==> config.mk <==
export PLATFORM = sky130hd
export DESIGN_NAME = branch_classifier
export DESIGN_NICKNAME = d
export VERILOG_FILES = /design/src/rtl/brc_pkg.sv /design/src/rtl/brc_opdecode.sv /design/src/rtl/brc_ringfix.sv /design/src/rtl/branch_classifier.sv
export SDC_FILE = /design/constraint.sdc
export NUM_CORES = 1
export LEC_CHECK = 0
export BUFFER_PORTS_ARGS = -buffer_cell sky130_fd_sc_hd__clkbuf_2
export CAP_MARGIN = 20
export CORE_MARGIN = 8
export CORE_UTILIZATION = 43
export CTS_CLUSTER_SIZE = 10
export DETAILED_ROUTE_END_ITERATION = 6
export HOLD_SLACK_MARGIN = 0.08
export PLACE_DENSITY = 0.81
export SLEW_MARGIN = 10
export SYNTH_ARGS = -nofsm -noshare
export SYNTH_HDL_FRONTEND = slang
export SYNTH_SLANG_ARGS = --single-unit
export TNS_END_PERCENT = 50
==> constraint.sdc <==
create_clock -name clk -period 1.5 [get_ports clk]
set_input_delay 0.225 -clock clk [delete_from_list [all_inputs] [get_ports clk]]
set_output_delay 0.225 -clock clk [all_outputs]
set_load 0.005 [all_outputs]
==> src/rtl/brc_pkg.sv <==
package brc_pkg;
  localparam int BYTE_W = 8;
  localparam int NTYPE  = 10;
  localparam int PRIV_W = 2;
  localparam int CLS_W  = NTYPE + PRIV_W;

  // category positions inside the type field (class bit = index + PRIV_W)
  localparam int T_CALL  = 0;
  localparam int T_RET   = 1;
  localparam int T_SYSC  = 2;
  localparam int T_SYSR  = 3;
  localparam int T_SWINT = 4;
  localparam int T_IRET  = 5;
  localparam int T_COND  = 6;
  localparam int T_JUMP  = 7;
  localparam int T_IRQ   = 8;
  localparam int T_ICALL = 9;

  localparam int P_USER = 0;
  localparam int P_KERN = 1;

  typedef logic [NTYPE-1:0] type_t;
  typedef logic [CLS_W-1:0] cls_t;

  typedef struct packed {
    logic [BYTE_W-1:0] b0;
    logic [BYTE_W-1:0] b1;
    logic [BYTE_W-1:0] mrm;
    logic              skern;
    logic              dkern;
    logic              szero;
    logic              dzero;
  } entry_t;
endpackage

==> src/rtl/brc_opdecode.sv <==
module brc_opdecode
  import brc_pkg::*;
(
  input  logic [BYTE_W-1:0] b0,
  input  logic [BYTE_W-1:0] b1,
  input  logic [BYTE_W-1:0] mrm,
  output type_t             kind
);
  localparam int REG_LO = 3;
  localparam int REG_HI = 5;

  logic [REG_HI-REG_LO:0] regf;
  assign regf = mrm[REG_HI:REG_LO];

  always_comb begin
    kind = '0;
    unique casez (b0)
      8'h0F: begin
        unique casez (b1)
          8'h05, 8'h34: kind[T_SYSC] = 1'b1;
          8'h07, 8'h35: kind[T_SYSR] = 1'b1;
          8'b1000_????: kind[T_COND] = 1'b1;
          default:      kind = '0;
        endcase
      end
      8'b0111_????:               kind[T_COND]  = 1'b1;
      8'hE0, 8'hE1, 8'hE2, 8'hE3: kind[T_COND]  = 1'b1;
      8'hC2, 8'hC3, 8'hCA, 8'hCB: kind[T_RET]   = 1'b1;
      8'hCF:                      kind[T_IRET]  = 1'b1;
      8'hCC, 8'hCD, 8'hCE:        kind[T_SWINT] = 1'b1;
      8'hE8, 8'h9A:               kind[T_CALL]  = 1'b1;
      8'hE9, 8'hEA, 8'hEB:        kind[T_JUMP]  = 1'b1;
      8'hFF: begin
        unique case (regf)
          3'd2, 3'd3: kind[T_ICALL] = 1'b1;
          3'd4, 3'd5: kind[T_JUMP]  = 1'b1;
          default:    kind = '0;
        endcase
      end
      default: kind = '0;
    endcase
  end
endmodule

==> src/rtl/brc_ringfix.sv <==
module brc_ringfix
  import brc_pkg::*;
(
  input  type_t kind,
  input  logic  skern,
  input  logic  dkern,
  input  logic  szero,
  input  logic  dzero,
  output cls_t  cls
);
  type_t fixed;
  logic  async_entry;

  // user -> kernel not caused by a ring-entry instruction
  assign async_entry = !skern && dkern && !kind[T_SYSC] && !kind[T_SWINT];

  always_comb begin
    fixed = kind;
    if (async_entry) begin
      fixed = '0;
      fixed[T_IRQ] = 1'b1;
    end
    cls = '0;
    if (!szero && !dzero && (fixed != '0)) begin
      cls[CLS_W-1:PRIV_W] = fixed;
      cls[P_USER] = !dkern;
      cls[P_KERN] = dkern;
    end
  end
endmodule

==> src/rtl/branch_classifier.sv <==
module branch_classifier
  import brc_pkg::*;
#(
  parameter bit IN_REG = 1'b0
)(
  input  logic              clk,
  input  logic              rst,
  input  logic              in_valid,
  input  logic [BYTE_W-1:0] op0,
  input  logic [BYTE_W-1:0] op1,
  input  logic [BYTE_W-1:0] modrm,
  input  logic              src_kernel,
  input  logic              dst_kernel,
  input  logic              src_zero,
  input  logic              dst_zero,
  output logic              out_valid,
  output logic [CLS_W-1:0]  br_class
);
  entry_t raw, s_ent;
  logic   s_valid;
  type_t  kind;
  cls_t   cls_next;

  assign raw = '{b0: op0, b1: op1, mrm: modrm, skern: src_kernel,
                 dkern: dst_kernel, szero: src_zero, dzero: dst_zero};

  generate
    if (IN_REG) begin : g_inreg
      always_ff @(posedge clk) begin
        if (rst) begin
          s_valid <= 1'b0;
          s_ent   <= '0;
        end else begin
          s_valid <= in_valid;
          if (in_valid) s_ent <= raw;
        end
      end
    end else begin : g_direct
      assign s_valid = in_valid;
      assign s_ent   = raw;
    end
  endgenerate

  brc_opdecode u_dec (
    .b0   (s_ent.b0),
    .b1   (s_ent.b1),
    .mrm  (s_ent.mrm),
    .kind (kind)
  );

  brc_ringfix u_fix (
    .kind  (kind),
    .skern (s_ent.skern),
    .dkern (s_ent.dkern),
    .szero (s_ent.szero),
    .dzero (s_ent.dzero),
    .cls   (cls_next)
  );

  always_ff @(posedge clk) begin
    if (rst) begin
      out_valid <= 1'b0;
      br_class  <= '0;
    end else begin
      out_valid <= s_valid;
      if (s_valid) br_class <= cls_next;
    end
  end

  // a presented entry yields a result on the next cycle
  a_r2_result_next: assert property (@(posedge clk) disable iff (rst)
    s_valid |=> out_valid);

  // no entry, no result, class held
  a_r2_hold: assert property (@(posedge clk) disable iff (rst)
    !s_valid |=> (!out_valid && $stable(br_class)));

  // zero address clears everything
  a_r7_zero_addr: assert property (@(posedge clk) disable iff (rst)
    (s_valid && (s_ent.szero || s_ent.dzero)) |=> (br_class == '0));

  // asynchronous entry becomes irq
  a_r8_irq: assert property (@(posedge clk) disable iff (rst)
    (s_valid && !s_ent.szero && !s_ent.dzero && !s_ent.skern && s_ent.dkern
     && !kind[T_SYSC] && !kind[T_SWINT]) |=> br_class[T_IRQ+PRIV_W]);

  // at most one category
  a_r4_onecat: assert property (@(posedge clk) disable iff (rst)
    out_valid |-> $onehot0(br_class[CLS_W-1:PRIV_W]));

  // privilege present exactly when a category is present
  a_r9_priv: assert property (@(posedge clk) disable iff (rst)
    out_valid |-> ((br_class[CLS_W-1:PRIV_W] != '0) ?
                   ($countones(br_class[PRIV_W-1:0]) == 1) :
                   (br_class[PRIV_W-1:0] == '0)));
endmodule

==> Implementation_results.wiki, run 1 <==
{| class="wikitable"
! Metric !! Value
|-
| Vias/cell || 5.41
|-
| Die height || 59.3 um
|-
| DRC violation count after routing || 0
|-
| Via count of the first global-routing pass || 851
|-
| Cells after DPL || 148
|-
| Area enclosed by the die boundary || 3520 um^2
|-
| CP required || 1.72 ns
|-
| IO buf count || 37
|-
| Beginning of the worst register-to-register path || br_class[7]
|-
| Crit Reg-Reg Endpoint || br_class[7]
|-
| Global routing met2 resource utilization || 0.234
|-
| Clock buffers created by TritonCTS || 3
|-
| Final critical path time including I/O delays and setup || 1.28 ns
|-
| Hold/Removal Path Class || in -> reg
|-
| Final number of setup-violating endpoints || 0
|-
| Remaining number of nets flagged by the antenna check after routing || 0
|-
| Cell area power density || 648 nW/um^2
|-
| Post-synthesis sequential element count || 13
|-
| Proportion of synthesized chip area in sequential cells || 0.322
|-
| Total detailed-routing wirelength || 2150 um
|-
| First-pass GRT wire length || 3590 um
|-
| Diode count || 0
|-
| Pins Over Slew Limit || 0
|-
| Initial Util || 0.462
|-
| # Post-CTS Setup Buffers || 0
|-
| Maximum number of buffers from clock root to sink || 2
|-
| Highest-count cells in the layout ignoring fill and taps || clkbuf_2, dfxtp_1, nand2_1
|-
| Yosys warning total || 0
|-
| Antenna violations before repair || 0
|-
| Final Cell Area || 1070 um^2
|-
| Final hold vios || 0
|-
| Deepest level of the CTS H-tree || 1
|-
| Crit start category || primary input
|-
| DR vias || 822
|-
| Fmax || 784 MHz
|-
| Router iterations before antenna repair || 4
|-
| Wire length per cell after detailed routing || 14.1 um
|-
| Root buf cell || clkbuf_4
|-
| RSZ-0062 raised after global routing || no
|-
| Status || completed
|-
| Post-detailed-placement half-perimeter wirelength || 1840 um
|-
| CP arrival || 1.49 ns
|-
| CORE AREA || 1750 um^2
|-
| EDFF count, synth || 0
|-
| Area growth from synthesis to layout || 32.1%
|-
| Critical Path Sink Type || register
|-
| Number of max-capacitance violations reported || 0
|-
| Cells resized by post-CTS repair || 0
|-
| Crit path to || br_class[7]
|-
| GR met3 Demand/Resource || 0.0195
|-
| Worst vdd rail ir drop || 0.300 mV
|-
| Share of flip-flops with an asynchronous set or reset after synthesis || 0
|-
| Starting DRT DRC Count || 30
|-
| Actual transition at the worst max-transition pin || 0.479 ns
|-
| Worst Clk Skew || 0 ns
|-
| CP Launch Point || op0[4]
|-
| Cell depth of the worst flop-to-flop path || 1
|-
| Placement Cell Area || 1040 um^2
|-
| Clock input transition at the sequential cells of the worst setup and hold paths || 0.08 ns
|-
| Row cnt || 15
|-
| Total overflow reported by the global router || 0
|-
| Gate count after technology mapping || 84
|-
| Die width || 59.3 um
|-
| Clock sinks || 13
|-
| Cell area after technology mapping || 807 um^2
|-
| Register-to-Register Setup Slack || 0.85 ns
|-
| Most used DFF post-synth || dfxtp_1
|-
| Total global routing track utilization || 0.127
|-
| Count of hold-fix buffers inserted at cts || 0
|-
| Leakage power || 0.489 nW
|-
| Part of the cycle the worst path needs || 0.851
|-
| Nets || 159
|-
| GRT busiest layer || met2
|-
| Number of library cell types mapped by synthesis || 42
|-
| Highest fanout seen on the critical path || 8
|-
| Rel. slew slack || 0.680
|-
| Ports || 44
|-
| RD Place Congestion || 0.789
|-
| Non-filler instance count after layout || 152
|-
| Syn Nets || 115
|-
| Share of final-layout standard cells stronger than drive strength 1 || 0.472
|-
| Met1 usage in global routing || 0.138
|-
| Source-to-sink clock delay at the later pin of the worst-skew pair || 0.27 ns
|-
| Largest net degree at the start of global routing || 13
|-
| Classification of the worst setup path || in -> reg
|-
| Avg Cell Area, Syn || 9.61 um^2
|-
| Leading cell type in the layout, fill and taps excluded || clkbuf_2
|-
| CTS tree || done
|}
[per-stage QoR]
stage | setup TNS [ns] | hold slack, ns | setup WS, ns | power (W) | util
after global routing | 0 | 0.156 | 0.153 | 0.000735 | 0.611
after CTS | 0 | 0.158 | 0.222 | 0.000694 | 0.611
final | 0 | 0.159 | 0.224 | 0.000691 | 0.611
after floorplan | 0 | 0.315 | 0.263 | 0.000411 | -
after global placement | -0.0177 | 0.434 | -0.00888 | 0.000477 | 0.596
after detailed placement | -0.141 | 0.440 | -0.0561 | 0.000482 | 0.596
[metal layers]
metal | vias up | share of wire
li1 | 413 | -
met1 | 379 | 0.41
met2 | 28 | 0.52
met3 | 2 | 0.059
met4 | 0 | 0.0079
met5 | - | 0
[critical path: stages]
cell and delay [ns]:
clkbuf_2 0.15, nor4_4 0.35, nand4b_2 0.18, o211a_1 0.26
nor2_2 0.14, a32o_2 0.18
[power breakdown]
group	switching [W]	internal, W	total [W]
registers	0.000000865	0.000347	0.000348
clock network	0.000113	0.000103	0.000216
logic	0.0000671	0.0000592	0.000126
[state kept, by name, indices dropped and copies added, names as in the netlist]
name,count
br_class,12
out_valid,1
[worst min-delay path by stage]
stage	start	end	cells after the start
after floorplan	rst	out_valid	1
after global placement	rst	out_valid	2
after detailed placement	br_class[1]	br_class[1]	2
after CTS	rst	out_valid	2
after global routing	rst	out_valid	2
final	rst	out_valid	2
[logic make-up after synthesis]
family	after synthesis	share of synthesized area
AO/OA/AOI/OAI	25	0.239
buffers and inverters	3	0.0217
XOR/XNOR	1	0.0109
flip-flops	13	0.322
AND/OR/NAND/NOR	42	0.406
[layout make-up]
class | count | area [um^2]
multi-input combinational | 68 | 529
inverter | 1 | 3.75
tap | 25 | 31.3
clock buffer | 4 | 26.3
sequential | 13 | 260
timing repair buffer | 41 | 215
fill | 168 | 679
[cell usage after synthesis, types with 2 or more instances]
| cell type | number | share of area |
|---|---|---|
| nand3b_1 | 2 | 0.019 |
| o211ai_1 | 2 | 0.019 |
| nand2b_1 | 2 | 0.016 |
| a21oi_1 | 2 | 0.012 |
| nand4bb_1 | 2 | 0.028 |
| a22o_1 | 2 | 0.022 |
| nor2b_1 | 2 | 0.016 |
| nor2_2 | 2 | 0.016 |
| dfxtp_1 | 13 | 0.32 |
| and2_1 | 2 | 0.016 |
| o21ai_0 | 3 | 0.019 |
| nor3_1 | 2 | 0.012 |
| nand2_1 | 12 | 0.056 |
| o21ai_1 | 4 | 0.025 |
| a32o_2 | 2 | 0.028 |
| o31ai_1 | 2 | 0.019 |
| and3b_1 | 2 | 0.022 |
| o21ai_2 | 2 | 0.022 |
(Power assumes the default switching activity.)
==> run 2, diff against run 1 <==
clock period = 1.2 ns   (was 1.5 ns; I/O delays follow)
==> run 2 against run 1 <==
Clock power increased by 29%. Clock skew unchanged. Non-clock buffer count rose by 15. Sequential power up 25%. Cell count up 9.9%. Register-to-register slack worse by 0.32 ns. Setup slack got worse by 0.20 ns. Total power increased by 32%. Sequential share of layout area fell by 3.3 points. Routed wire length is 16% higher. Critical endpoint is now br_class[3]. Largest power group unchanged.
==> Implementation_results.wiki, run 2 (same netlist as run 1, synthesis figures left out) <==
{| class="wikitable"
! Metric !! Value
|-
| Status || completed
|-
| Series of cell instances along the critical path || buf_6 -> nor4b_4 -> nand4b_4 -> o211a_1 -> nor2_2 -> a32o_2
|-
| Classification of the worst setup path || in -> reg
|-
| Area taken by flip-flops and latches || 260 um^2
|-
| Critical Path Sink Type || register
|-
| Pins Over Slew Limit || 0
|-
| Highest fanout seen on the critical path || 3
|-
| Largest registers || br_class x12, out_valid x1
|-
| Source-to-sink clock delay at the later pin of the worst-skew pair || 0.28 ns
|-
| Clock sinks || 13
|-
| Cell depth of the worst flop-to-flop path || 1
|-
| Final critical path time including I/O delays and setup || 1.18 ns
|-
| Area enclosed by the die boundary || 3520 um^2
|-
| Fillers || 148
|-
| Cell-internal power || 0.000665 W
|-
| Worst-path cell with the longest stage delay || nor4b_4
|-
| Post-detailed-placement half-perimeter wirelength || 2020 um
|-
| Area growth from synthesis to layout || 52.9%
|-
| GRT busiest layer || met2
|-
| Final hold vios || 0
|-
| Nets || 174
|-
| Highest-count cells in the layout ignoring fill and taps || clkbuf_2, buf_4, dfxtp_1
|-
| Router iterations before antenna repair || 4
|-
| Root buf cell || clkbuf_4
|-
| IO buf count || 37
|-
| Actual transition at the worst max-transition pin || 0.361 ns
|-
| Row cnt || 15
|-
| DRC violation count after routing || 0
|-
| Comb power frac || 0.215
|-
| First-pass GRT wire length || 3730 um
|-
| Count of hold-fix buffers inserted at cts || 0
|-
| Final number of setup-violating endpoints || 0
|-
| CP required || 1.42 ns
|-
| Register-to-Register Setup Slack || 0.53 ns
|-
| Worst Clk Skew || 0 ns
|-
| Worst-case hold slack || 0.101 ns
|-
| Crit path to || br_class[3]
|-
| Leakage power || 0.592 nW
|-
| DR vias || 901
|-
| RSZ-0062 raised after global routing || yes
|-
| Maximum cell stage delay along the critical path || 0.35 ns
|-
| Total overflow reported by the global router || 0
|-
| Antenna violations before repair || 0
|-
| Switching power of the nets || 0.000244 W
|-
| Total global routing track utilization || 0.134
|-
| Final Cell Area || 1230 um^2
|-
| Wire length per cell after detailed routing || 14.9 um
|-
| Die height || 59.3 um
|-
| Share of final-layout standard cells stronger than drive strength 1 || 0.556
|-
| Setup TNS Final || 0 ns
|-
| Largest net degree at the start of global routing || 13
|-
| Maximum number of buffers from clock root to sink || 2
|-
| Core utilization of the finished layout || 0.707
|-
| Total detailed-routing wirelength || 2490 um
|-
| Cell area power density || 737 nW/um^2
|-
| Relative contribution of sequential cells to total power || 0.479
|-
| Global routing met2 resource utilization || 0.230
|-
| Worst vdd rail ir drop || 0.456 mV
|-
| Diode count || 0
|-
| Leading cell type in the layout, fill and taps excluded || clkbuf_2
|-
| GR met3 Demand/Resource || 0.0260
|-
| Ports || 44
|-
| Largest register by flop count || br_class
|-
| Crit Reg-Reg Endpoint || br_class[3]
|-
| Hold/Removal Path Class || in -> reg
|-
| Number of flip-flops in the largest register || 12
|-
| CP Launch Point || op1[7]
|-
| CTS tree || done
|-
| RD Place Congestion || 0.876
|-
| Clock input transition at the sequential cells of the worst setup and hold paths || 0.08 ns
|-
| Fmax || 848 MHz
|-
| Beginning of the worst register-to-register path || br_class[3]
|-
| Total power consumption of the routed design || 0.000910 W
|-
| Net switching share of the total power || 0.269
|-
| Total area of multi-input combinational cells || 562 um^2
|-
| Crit start category || primary input
|-
| Die width || 59.3 um
|-
| CORE AREA || 1750 um^2
|-
| Placement Cell Area || 1140 um^2
|-
| Vias/cell || 5.40
|-
| Rel. slew slack || 0.758
|-
| Starting DRT DRC Count || 16
|-
| Proportion of power drawn by the clock network || 0.306
|-
| Initial Util || 0.462
|-
| Remaining number of nets flagged by the antenna check after routing || 0
|-
| Via count of the first global-routing pass || 877
|-
| CP arrival || 1.40 ns
|-
| Deepest level of the CTS H-tree || 1
|-
| Met1 usage in global routing || 0.152
|-
| Part of the cycle the worst path needs || 0.983
|-
| Clock buffers created by TritonCTS || 3
|-
| Number of max-capacitance violations reported || 0
|}
-- run 2: cell types whose count changed in the layout (fill, tap and decap cells not counted), sizes merged --
cell    change
clkbuf      -4
buf        +19
-- run 2: layer usage --
layer | share of wire | vias to the layer above
met5 | 0 | -
met4 | 0.031 | 0
met3 | 0.055 | 10
met2 | 0.51 | 34
met1 | 0.41 | 411
li1 | - | 446
-- run 2: worst min-delay path by stage --
stage                     from         to  slack [ns]  cells past startpoint
after floorplan            rst  out_valid        0.27                      1
after detailed placement   rst  out_valid        0.40                      2
after global placement     rst  out_valid        0.39                      2
after CTS                  rst  out_valid         0.1                      2
final                      rst  out_valid        0.10                      2
after global routing       rst  out_valid        0.10                      2
-- run 2: area by class of cell --
type,instances,share of cell area
multi-input cells,68,0.455
flip-flops and latches,13,0.211
repair buffers,56,0.284
well taps,25,0.0254
clock buffers,4,0.0213
inverters,1,0.00304
-- run 2: through the flow --
stage	cells	setup slack (ns)
floorplan	84	0.00825
global placement	162	-0.222
detailed placement	162	-0.272
CTS	166	0.0131
global route	167	-0.0266
finish	167	0.0201
-- run 2: timing repair --
action	in CTS	in global routing
endpoints found under the hold margin	0	0
resized for setup	0	21
setup buffers	0	1
setup endpoints to repair	0	6
-- run 2: critical path, delay by kind of cell --
| kind | cells | cell delay (ns) |
|---|---|---|
| AOI/OAI and AO/OA | 2 | 0.45 |
| buffers and inverters | 1 | 0.10 |
| and+or+nand+nor | 3 | 0.67 |
-- run 2: power groups by stage --
stage                     clock network [W]   logic, W  registers (W)
after floorplan                           0  0.0000676       0.000446
after global placement                    0   0.000172       0.000446
after detailed placement                  0   0.000178       0.000446
after CTS                          0.000285   0.000178       0.000435
after global routing               0.000303   0.000213       0.000436
final                              0.000279   0.000196       0.000435
